### src/rtl/dvfs_guard_pkg.sv
package dvfs_guard_pkg;
    // Class of the register an access targets
    typedef enum logic [1:0] {
        AREA_PLAIN = 2'd0,
        AREA_LOCK  = 2'd1,
        AREA_WIN   = 2'd2
    } area_e;
endpackage

### src/rtl/dvfs_guard_decode.sv
module dvfs_guard_decode
    import dvfs_guard_pkg::*;
#(
    parameter int ADDR_W    = 4,
    parameter int LOCK_ADDR = 0,
    parameter int WIN_LO    = 4,
    parameter int WIN_HI    = 7
) (
    input  logic              req_valid,
    input  logic              req_write,
    input  logic              req_priv,
    input  logic [ADDR_W-1:0] req_addr,
    input  logic              lock_q,
    output area_e             area,
    output logic              wr_ok,
    output logic              wr_deny
);
    localparam logic [ADDR_W-1:0] LO_A   = ADDR_W'(WIN_LO);
    localparam logic [ADDR_W-1:0] HI_A   = ADDR_W'(WIN_HI);
    localparam logic [ADDR_W-1:0] LOCK_A = ADDR_W'(LOCK_ADDR);

    logic attempt;
    logic permit;

    always_comb begin
        if (req_addr == LOCK_A)
            area = AREA_LOCK;
        else if (req_addr >= LO_A && req_addr <= HI_A)
            area = AREA_WIN;
        else
            area = AREA_PLAIN;

        unique case (area)
            AREA_LOCK: permit = req_priv;
            AREA_WIN:  permit = req_priv && !lock_q;
            default:   permit = 1'b1;
        endcase

        attempt = req_valid && req_write;
        wr_ok   = attempt && permit;
        wr_deny = attempt && !permit;
    end
endmodule

### src/rtl/dvfs_guard_store.sv
module dvfs_guard_store #(
    parameter int                ADDR_W   = 4,
    parameter int                DATA_W   = 16,
    parameter int                WIN_LO   = 4,
    parameter int                WIN_HI   = 7,
    parameter logic [DATA_W-1:0] SAFE_VAL = 16'h0008,
    localparam int               NREG     = 1 << ADDR_W
) (
    input  logic                         clk,
    input  logic                         rst_n,
    input  logic                         wr_ok,
    input  logic                         wr_lock,
    input  logic [ADDR_W-1:0]            wr_addr,
    input  logic [DATA_W-1:0]            wr_data,
    output logic                         lock_q,
    output logic [NREG-1:0][DATA_W-1:0]  regs_q
);
    typedef struct packed {
        logic                        lock;
        logic [NREG-1:0][DATA_W-1:0] regs;
    } state_t;

    function automatic state_t reset_state();
        state_t s;
        s.lock = 1'b1;
        for (int i = 0; i < NREG; i++)
            s.regs[i] = (i >= WIN_LO && i <= WIN_HI) ? SAFE_VAL : '0;
        return s;
    endfunction

    localparam state_t RST_ST = reset_state();

    state_t st_d, st_q;

    always_comb begin
        st_d = st_q;
        if (wr_ok) begin
            if (wr_lock)
                st_d.lock = wr_data[0];
            else
                st_d.regs[wr_addr] = wr_data;
        end
    end

    always_ff @(posedge clk or negedge rst_n) begin
        if (!rst_n)
            st_q <= RST_ST;
        else
            st_q <= st_d;
    end

    assign lock_q = st_q.lock;
    assign regs_q = st_q.regs;
endmodule

### src/rtl/dvfs_guard_resp.sv
module dvfs_guard_resp #(
    parameter int DATA_W = 16
) (
    input  logic              clk,
    input  logic              rst_n,
    input  logic              rd_en,
    input  logic [DATA_W-1:0] rd_val,
    input  logic              wr_deny,
    output logic [DATA_W-1:0] rsp_rdata,
    output logic              rsp_err
);
    typedef struct packed {
        logic [DATA_W-1:0] rdata;
        logic              err;
    } resp_t;

    resp_t rs_d, rs_q;

    always_comb begin
        rs_d     = rs_q;
        rs_d.err = wr_deny;
        if (rd_en)
            rs_d.rdata = rd_val;
    end

    always_ff @(posedge clk or negedge rst_n) begin
        if (!rst_n)
            rs_q <= '0;
        else
            rs_q <= rs_d;
    end

    assign rsp_rdata = rs_q.rdata;
    assign rsp_err   = rs_q.err;
endmodule

### src/rtl/dvfs_guard_regs.sv
module dvfs_guard_regs
    import dvfs_guard_pkg::*;
#(
    parameter int                ADDR_W    = 4,
    parameter int                DATA_W    = 16,
    parameter int                LOCK_ADDR = 0,
    parameter int                WIN_LO    = 4,
    parameter int                WIN_HI    = 7,
    parameter logic [DATA_W-1:0] SAFE_VAL  = 16'h0008,
    localparam int               WIN_CNT   = WIN_HI - WIN_LO + 1
) (
    input  logic                      clk,
    input  logic                      rst_n,
    input  logic                      req_valid,
    input  logic                      req_write,
    input  logic                      req_priv,
    input  logic [ADDR_W-1:0]         req_addr,
    input  logic [DATA_W-1:0]         req_wdata,
    output logic [DATA_W-1:0]         rsp_rdata,
    output logic                      rsp_err,
    output logic                      lock_o,
    output logic [WIN_CNT*DATA_W-1:0] settings_o
);
    localparam int NREG = 1 << ADDR_W;

    area_e                       area;
    logic                        wr_ok;
    logic                        wr_deny;
    logic                        lock_q;
    logic [NREG-1:0][DATA_W-1:0] regs_q;
    logic [DATA_W-1:0]           rd_val;
    logic                        rd_en;

    dvfs_guard_decode #(
        .ADDR_W(ADDR_W), .LOCK_ADDR(LOCK_ADDR), .WIN_LO(WIN_LO), .WIN_HI(WIN_HI)
    ) u_decode (
        .req_valid(req_valid), .req_write(req_write), .req_priv(req_priv),
        .req_addr(req_addr), .lock_q(lock_q), .area(area),
        .wr_ok(wr_ok), .wr_deny(wr_deny)
    );

    dvfs_guard_store #(
        .ADDR_W(ADDR_W), .DATA_W(DATA_W), .WIN_LO(WIN_LO), .WIN_HI(WIN_HI),
        .SAFE_VAL(SAFE_VAL)
    ) u_store (
        .clk(clk), .rst_n(rst_n), .wr_ok(wr_ok), .wr_lock(area == AREA_LOCK),
        .wr_addr(req_addr), .wr_data(req_wdata), .lock_q(lock_q), .regs_q(regs_q)
    );

    always_comb begin
        rd_en = req_valid && !req_write;
        if (area == AREA_LOCK)
            rd_val = {{(DATA_W-1){1'b0}}, lock_q};
        else
            rd_val = regs_q[req_addr];
    end

    dvfs_guard_resp #(
        .DATA_W(DATA_W)
    ) u_resp (
        .clk(clk), .rst_n(rst_n), .rd_en(rd_en), .rd_val(rd_val),
        .wr_deny(wr_deny), .rsp_rdata(rsp_rdata), .rsp_err(rsp_err)
    );

    for (genvar g = 0; g < WIN_CNT; g++) begin : g_win_out
        assign settings_o[g*DATA_W +: DATA_W] = regs_q[WIN_LO + g];
    end

    assign lock_o = lock_q;
endmodule

### config.mk
export PLATFORM = sky130hd
export DESIGN_NAME = dvfs_guard_regs
export DESIGN_NICKNAME = d
export VERILOG_FILES = /design/src/rtl/dvfs_guard_pkg.sv /design/src/rtl/dvfs_guard_decode.sv /design/src/rtl/dvfs_guard_store.sv /design/src/rtl/dvfs_guard_resp.sv /design/src/rtl/dvfs_guard_regs.sv
export SDC_FILE = /design/constraint.sdc
export NUM_CORES = 1
export LEC_CHECK = 0
export BUFFER_PORTS_ARGS = -buffer_cell sky130_fd_sc_hd__buf_2
export CORE_ASPECT_RATIO = 1.5
export CORE_MARGIN = 2
export CORE_UTILIZATION = 43
export CTS_CLUSTER_DIAMETER = 80
export DETAILED_ROUTE_END_ITERATION = 6
export PLACE_DENSITY = 0.72
export SYNTH_ARGS = -nofsm -noshare
export SYNTH_HDL_FRONTEND = slang
export SYNTH_SLANG_ARGS = --single-unit
### constraint.sdc
create_clock -name clk -period 4 [get_ports clk]
set_clock_uncertainty 0.1 [all_clocks]
set_input_delay 0.4 -clock clk [delete_from_list [all_inputs] [get_ports clk]]
set_output_delay 0.4 -clock clk [all_outputs]
set_load 0.05 [all_outputs]
==> summary.md, run 1 <==
| Metric | Value |
|---|---|
| Hold-fix buffers, CTS | 2 |
| Post-synthesis simple-gate area fraction | 3.901% |
| Final Hold Violating Endpoints | 0 |
| Final worst slack | 1.351 ns |
| Filler Cell Count | about 2400 |
| Power Dens Cells | around 540 nW/µm² |
| Initial Util | 43.90% |
| Yosys cell types | 38 |
| Max-slew headroom | approximately a third |
| Crit path max fanout | 11 |
| Top FF cell, synth | dfrtp_1 |
| CP max stage cell | nor3_4 |
| Share of post-route cells with drive strength above 1 | 54.90% |
| Combinational power share | between 20% and 30% |
| DP Cell Count | 1187 |
| Die Span Y | 211.3 µm |
| Synth Area per Inst | 14.66 µm² |
| M1 wire length | 11930 µm |
| Global placement routability congestion | about 0.76 |
| Crit path launch type | input pin |
| Antenna violations before repair | 0 |
| Leakage dissipation | 6.268 nW |
| Cell-internal power | 5.159 mW |
| Row cnt | 75 |
| IO Pins | 107 |
| Clock tree sinks | 259 |
| DR WL met2 | 14260 µm |
| Hold path start | req_wdata[5] |
| First-pass GRT wire length | approximately 44000 µm |
| Via count | about 7000 |
| Area Overhead vs Synth | 9.884% |
| Root buffer cell | clkbuf_16 |
| Post-DP HPWL | 17850 µm |
| DRC | 0 |
| Post-synthesis mux area share | around a third |
| Core Util, Final | 48.24% |
| MaxCap Viol Count | 0 |
| Largest family of logic cells by synthesized area | multiplexers |
| Clock share of power | ~33% |
| Hold Slack | 0.2271 ns |
| Cts repair resizes | 0 |
| Register area | 6487 µm² |
| Crit path cell chain | dlygate4sd3_1, buf_2, nand2_1, or4_4, nor3_4, buf_4, mux2_4 |
| Dpl cell area | 12690 µm² |
| Arrival time at the worst endpoint | 2.95 ns |
| Critical Path RT | roughly 4.3 ns |
| Hold Path Stages | 2 |
| Met3 wire length | 1397 µm |
| Min-Delay Path Class | input pin to register |
| Worst vdd ir | 0.3948 mV |
| Net switching power | between 2 and 2.5 mW |
| Routed length per instance | around 23 µm |
| Finish-stage setup viols | 0 |
| Terminus of the critical flop-to-flop path | u_store.regs_q[75] |
| IO buf count | 106 |
| Antenna-violating nets left | 0 |
| R2r worst-path depth | 4 |
| Seq/Total Area, Yosys | 52.67% |
| Post-CTS Setup Inserts | 0 |
| Die width | roughly 140 µm |
| Compound-Gate Fraction of Synth Area | 3.017% |
| CTS tree | built |
| Vias in the first global route | 7479 |
| Clock slew at reported path FFs | 0.06 ns |
| Finished Cell Area | 13530 µm² |
| Max frequency | between 300 and 400 MHz |
| Setup repair after global routing missed its margin | no |
| Outcome | finished, final reports clean |
| RR Startpoint | u_store.lock_q |
| Largest buffer count on any clock path | 3 |
| FFs w/ async S/R, synth | 100.0% |
| GRT Total Usage | 19.23% |
| Max incr delay on CP | between 0.7 and 0.8 ns |
| Fraction of the mapped netlist area in adder cells | 0% |
| Final period util | 66.23% |
| Via density | roughly 5.7 |
| DR pass1 iterations | 6 |
| Syn_nets | 865 |
| Non-filler cells, final | 1233 |
| Post-Syn Area | ~12000 µm² |
| Flops & latches, synth | approximately 260 |
| Hold path endpoint | u_store.regs_q[69] |
| Worst-Margin Slew | 1.014 ns |
| Core area | roughly 28000 µm² |
| Post-route setup TNS | 0 ns |
| Fin. max-slew vios | 0 |
| Die area | between 30000 and 40000 µm² |
| Total power | between 7 and 8 mW |
| Drt total wl | 28140 µm |
| Reg power frac | 46.1% |
| Post-synth EDFFs | 0 |
| GRT overflow | 0 |
| H-tree depth | 1 |
| Post-Place Setup Slack | 0.9854 ns |
| Critical path endpoint category | register |
| Worst Setup Path Type | input pin to register |
| Iter 0 DRT Violations | 417 |
| Post-Synth XOR/XNOR Area | 0% |
| Sw Ratio | just under 30% |
| Register-to-register setup slack | 1.46 ns |
| ANT cells | 0 |
| Uppermost layer routed | met4 |
| Time the worst path needs with I/O delays and setup | between 2 and 3 ns |
| Syn Inst Count | between 800 and 900 |
| TritonCTS Buffers | 26 |
| Skew-Pair Late Insertion Delay | 0.52 ns |
| Synth warnings | 0 |
| Largest net degree at the start of global routing | around 110 |
| NumNets Final | around 900 |
| Multi-input gate area | a little over 5000 µm² |
state kept, by name, indices dropped and copies added, names as in the netlist:
name              count
u_resp.rsp_err        1
u_resp.rsp_rdata     16
u_store.regs_q      241
u_store.lock_q        1
cell usage after synthesis, types with 3 or more instances:
cell type | instances | share of area (%)
clkbuf_1 | 33 | 1.0
a21oi_1 | 16 | 0.65
dfrtp_1 | 254 | 52
nor2_1 | 11 | 0.34
dfstp_2 | 5 | 1.1
nand2_1 | 20 | 0.61
buf_4 | 74 | 4.5
o31ai_1 | 14 | 0.85
buf_2 | 18 | 0.73
a221o_1 | 14 | 1.1
mux2_2 | 245 | 22
mux2_4 | 10 | 1.2
mux2i_1 | 15 | 1.2
nor2_4 | 3 | 0.27
nand2b_1 | 17 | 0.86
mux4_2 | 49 | 9.0
and2_1 | 14 | 0.71
how the worst max path moves through the flow:
stage	from	end	slack, ns
finish	req_priv	u_store.regs_q[75]	1.35
global route	req_priv	u_store.regs_q[75]	1.34
CTS	req_priv	u_store.regs_q[75]	1.41
detailed placement	req_addr[3]	u_store.regs_q[75]	0.99
global placement	req_addr[2]	u_store.regs_q[73]	1.01
floorplan	req_addr[2]	u_store.regs_q[69]	1.86
power by group through the flow:
| stage | clock network (mW) | registers (mW) | logic [mW] |
|---|---|---|---|
| 6_report | 2.39 | 3.35 | 1.53 |
| 2_1_floorplan | 0 | 3.39 | 1.22 |
| 3_5_place_dp | 0 | 3.39 | 1.54 |
| 5_1_grt | 2.55 | 3.41 | 1.63 |
| 3_3_place_gp | 0 | 3.37 | 1.51 |
| 4_1_cts | 2.44 | 3.35 | 1.55 |
layer usage:
layer  global-route usage, %  vias to the layer above
met1                   26.11                     3751
met5                       0                        -
met2                   32.68                      181
met4                   4.655                        0
li1                        -                     3069
met3                   2.811                       32
placed cells by master, fill, tap and decap left out, types with 3 or more instances in the layout:
master     netlist  layout
nor2_1          11      11
nor2_4           3       3
mux2_4          10      10
nand2b_1        17      17
mux2i_1         15      15
a221o_1         14      14
dfrtp_1        254     254
mux4_2          49      49
clkbuf_16        0      27
a21oi_1         16      16
clkbuf_1        33       7
and2_1          14      14
mux2_2         245     245
o31ai_1         14      14
dfstp_2          5       5
nand2_1         20      20
clkinv_2         0       5
buf_4           74      24
buf_2           18     104
cells by family after synthesis:
kind of cell	count (synthesis)
muxes	320
DFF	259
buffers and inverters	129
and+or+nand+nor	82
AOI/OAI and AO/OA	50
layout make-up:
cell class / instances / share of cell area [%]
sequential: 259 / 47.93
multi-input combinational: 452 / 37.20
timing repair buffer: 132 / 5.584
clock buffer: 36 / 5.390
tap: 346 / 3.199
clock inverter: 8 / 0.6934
worst max-delay path, delay by kind of cell:
family	cells	cell delay [ns]
buffers and inverters	3	0.94
multiplexers	1	0.30
AND/OR/NAND/NOR	3	1.30
Note: power is estimated with default switching activity, not from simulation.
==> run 2: changes to the inputs <==
--- a/config.mk
+++ b/config.mk
@@ -5,13 +5,14 @@
 export SDC_FILE = /design/constraint.sdc
 export NUM_CORES = 1
 export LEC_CHECK = 0
+export ABC_AREA = 1
 export BUFFER_PORTS_ARGS = -buffer_cell sky130_fd_sc_hd__buf_2
 export CORE_ASPECT_RATIO = 1.5
 export CORE_MARGIN = 2
 export CORE_UTILIZATION = 43
 export CTS_CLUSTER_DIAMETER = 80
 export DETAILED_ROUTE_END_ITERATION = 6
-export PLACE_DENSITY = 0.72
+export PLACE_DENSITY = 0.74
 export SYNTH_ARGS = -nofsm -noshare
 export SYNTH_HDL_FRONTEND = slang
 export SYNTH_SLANG_ARGS = --single-unit
==> constraint.sdc (replaced) <==
create_clock -name clk -period 2.3 [get_ports clk]
set_clock_uncertainty 0.1 [all_clocks]
set_input_delay 0.23 -clock clk [delete_from_list [all_inputs] [get_ports clk]]
set_output_delay 0.23 -clock clk [all_outputs]
set_load 0.05 [all_outputs]
==> run 2 against run 1 <==
Sequential cell count is 14 higher. Sequential power increased by 84%. Synthesized area up 10%. Sequential share of layout area shrank 2.2 points. Register-to-register slack got worse by 0.79 ns. Clock-buffer cell count decreased by 5. Clock power rose by 84%.
==> summary.md, run 2 <==
| Metric | Value |
|---|---|
| Share of post-route cells with drive strength above 1 | 16.56% (-38 points) |
| Count leader, synth | nand2_1 |
| Crit path cell chain | dlygate4sd3_1, buf_2, nand2_1, inv_2, nand3_1, nor2_2, buf_4, mux2_2 |
| Most common cell after layout, fill and taps aside | nand2_1 |
| Post-synth top area share | 49.42% (-2.2 points) |
| Arrival time at the worst endpoint | 2.26 ns (-0.69 ns) |
| Synth warnings | 0 (unchanged) |
| Final worst slack | 0.3687 ns (-0.9820 ns) |
| Worst Setup Path Type | input pin to register |
| Root buffer cell | clkbuf_16 |
| Seq/Total Area, Yosys | 50.39% (-2.3 points) |
| CP max stage cell | dlygate4sd3_1 |
| GRT Total Usage | 21.99% (+2.8 points) |
| Via count | 10820 (+54%) |
| Worst-Margin Slew | 0.6837 ns (-0.3303 ns) |
| Drt total wl | 35890 µm (+28%) |
| Max-slew headroom | 54.37% (+22 points) |
| Yosys cell types | 29 (-24%) |
| Die width | 149.1 µm (+4.8%) |
| Final period util | 83.97% |
| Post-CTS Setup Inserts | 0 (unchanged) |
| IO Pins | 107 (unchanged) |
| Die area | 33030 µm² (+9.9%) |
| Die Span Y | 221.6 µm (+4.9%) |
| Max reg flops | 255 (+5.8%) |
| Post-DP HPWL | 24210 µm (+36%) |
| First-pass GRT wire length | 57620 µm (+30%) |
| Antenna-violating nets left | 0 (unchanged) |
| Outcome | finished, final reports clean |
| Vias in the first global route | 10680 (+43%) |
| Main area contributors after synthesis | dfrtp_1, nand2_1, o21ai_0 |
| Worst vdd ir | 0.4191 mV (+6.1%) |
| Flops & latches, synth | 273 (+5.4%) |
| MaxCap Viol Count | 0 (unchanged) |
| Critical Path RT | 2.62 ns (-1.68 ns) |
| Yosys top cell by area | dfrtp_1 |
| CTS tree | built |
| Routed length per instance | 16.93 µm (-26%) |
| Global placement routability congestion | 0.9013 (+18%) |
| Power Dens Cells | 910.2 nW/µm² (+69%) |
| R2r worst-path depth | 7 (+3) |
| Row cnt | 79 (+5.3%) |
| ANT cells | 0 (unchanged) |
| Antenna violations before repair | 0 (unchanged) |
| Critical path endpoint category | register |
| Min-Delay Path Class | input pin to asynchronous set/reset pin |
| IO buf count | 106 (unchanged) |
| Via density | 5.103 (-11%) |
| TritonCTS Buffers | 25 (-3.8%) |
| Hold Slack | 0.00007594 ns (-0.2270 ns) |
| DR pass1 iterations | 5 (-1) |
| FFs w/ async S/R, synth | 100.0% (unchanged) |
| Largest buffer count on any clock path | 3 (unchanged) |
| DRC | 0 (unchanged) |
| Setup repair after global routing missed its margin | no |
| Most frequent cells in the layout | nand2_1, dfrtp_1, o21ai_0 |
| Syn_nets | 1708 (+97%) |
| H-tree depth | 1 (unchanged) |
| Area Overhead vs Synth | 10.10% |
| Crit path launch type | input pin |
| NumNets Final | 1725 (+93%) |
| RR Startpoint | u_store.lock_q |
| Leakage dissipation | 8.073 nW (+29%) |
| Fin. max-slew vios | 0 (unchanged) |
| Commonest cells post-synth | nand2_1, dfrtp_1, o21ai_0, buf_4, inv_1 |
| Crit path max fanout | 26 (+15) |
| Syn Inst Count | 1683 (+100%) |
| Clock slew at reported path FFs | 0.06 ns (about the same) |
| Max frequency | 517.8 MHz |
| Final Hold Violating Endpoints | 0 (unchanged) |
| Core area | 31040 µm² (+11%) |
| Largest net degree at the start of global routing | 101 (-11%) |
| Synth Area per Inst | 8.063 µm² (-45%) |
| Post-route setup TNS | 0 ns (unchanged) |
| Initial Util | 43.72% (-0.17 points) |
| Time the worst path needs with I/O delays and setup | 1.931 ns |
| Terminus of the critical flop-to-flop path | u_store.regs_q[75] |
| Iter 0 DRT Violations | 855 (+110%) |
| Register-to-register setup slack | 0.67 ns (-0.79 ns) |
| GRT overflow | 0 (unchanged) |
| Max incr delay on CP | 0.52 ns (-0.20 ns) |
| Top FF cell, synth | dfrtp_1 |
| Post-Syn Area | 13570 µm² (+10%) |
| Finish-stage setup viols | 0 (unchanged) |
| Clock tree sinks | 273 (+5.4%) |
| Skew-Pair Late Insertion Delay | 0.55 ns (+0.03 ns) |
| Post-Place Setup Slack | 0.2086 ns (-0.7768 ns) |
| Post-synth EDFFs | 0 (unchanged) |
run 2: changes by cell type in the layout (fill, tap and decap cells not counted), moves of 17 or more:
cell / delta
nand2_1: +811
nor2_1: +30
a21oi_1: +29
o21ai_0: +121
nand3_1: +20
inv_1: +65
mux4_2: -49
mux2_2: -193
nand2b_1: -17
run 2: worst max-delay path by stage:
stage                     slack [ns]                   to   startpoint  cells past startpoint
final                           0.37  u_store.regs_q[231]    req_write                      8
after global routing            0.24  u_store.regs_q[231]    req_write                      8
after CTS                       0.38  u_store.regs_q[231]    req_write                      8
after detailed placement        0.21  u_store.regs_q[231]  req_addr[1]                      7
after global placement          0.23  u_store.regs_q[236]  req_addr[1]                      7
after floorplan                 0.64  u_store.regs_q[217]  req_addr[0]                      7
run 2: report_power, final:
part	internal (mW)	total, mW	switching [mW]
clock	2.53	4.40	1.86
combinational	0.897	3.04	2.14
sequential	5.67	6.16	0.497
total	9.10	13.6	4.50
run 2: area by class of cell:
| cell class | instances | area [µm²] |
|---|---|---|
| clock buffers | 31 | 678.2 |
| clock inverters | 11 | 162.7 |
| fillers | 2931 | 16100 |
| inverters | 76 | 287.8 |
| multi-input cells | 1164 | 5401 |
| flip-flops and latches | 273 | 6838 |
| well taps | 405 | 506.7 |
| repair buffers | 160 | 1066 |
run 2: per-layer routing:
metal	vias up	track usage, %	wire (µm)	part of all wire, %
met1	5174	27.70	14270	40
met3	92	3.189	2251	6.3
met5	-	0	0	0
met2	382	37.28	17880	50
met4	0	9.892	1483	4.1
li1	5171	-	-	-
run 2: cell families (layout without fill, tap and decap cells):
family | count (synthesis) | in the layout | share of synthesized area, %
DFF | 273 | 273 | 50.39
buffers and inverters | 246 | 278 | 9.829
AOI/OAI and AO/OA | 169 | 169 | 6.251
muxes | 69 | 69 | 5.836
and+or+nand+nor | 926 | 926 | 27.70
run 2: worst max-delay path: cells and delay by family:
kind / cells / cell delay, ns
buf+inv: 4 / 1.10
simple gates: 3 / 0.54
mux: 1 / 0.38
run 2: repair_timing:
action / CTS / global route
hold buffers: 17 / 0
hold endpoints to repair: 375 / 0
resized for setup: 0 / 0
run 2: metrics by stage:
stage               power, mW  utilization (%)  instances  cell area [µm²]
floorplan               8.626                -       1683            13570
global placement        9.142            44.88       2061            13930
detailed placement      9.250            44.88       2061            13930
CTS                     13.65            48.14       2120            14940
global route            14.21            48.14       2120            14940
finish                  13.60            48.14       2120            14940
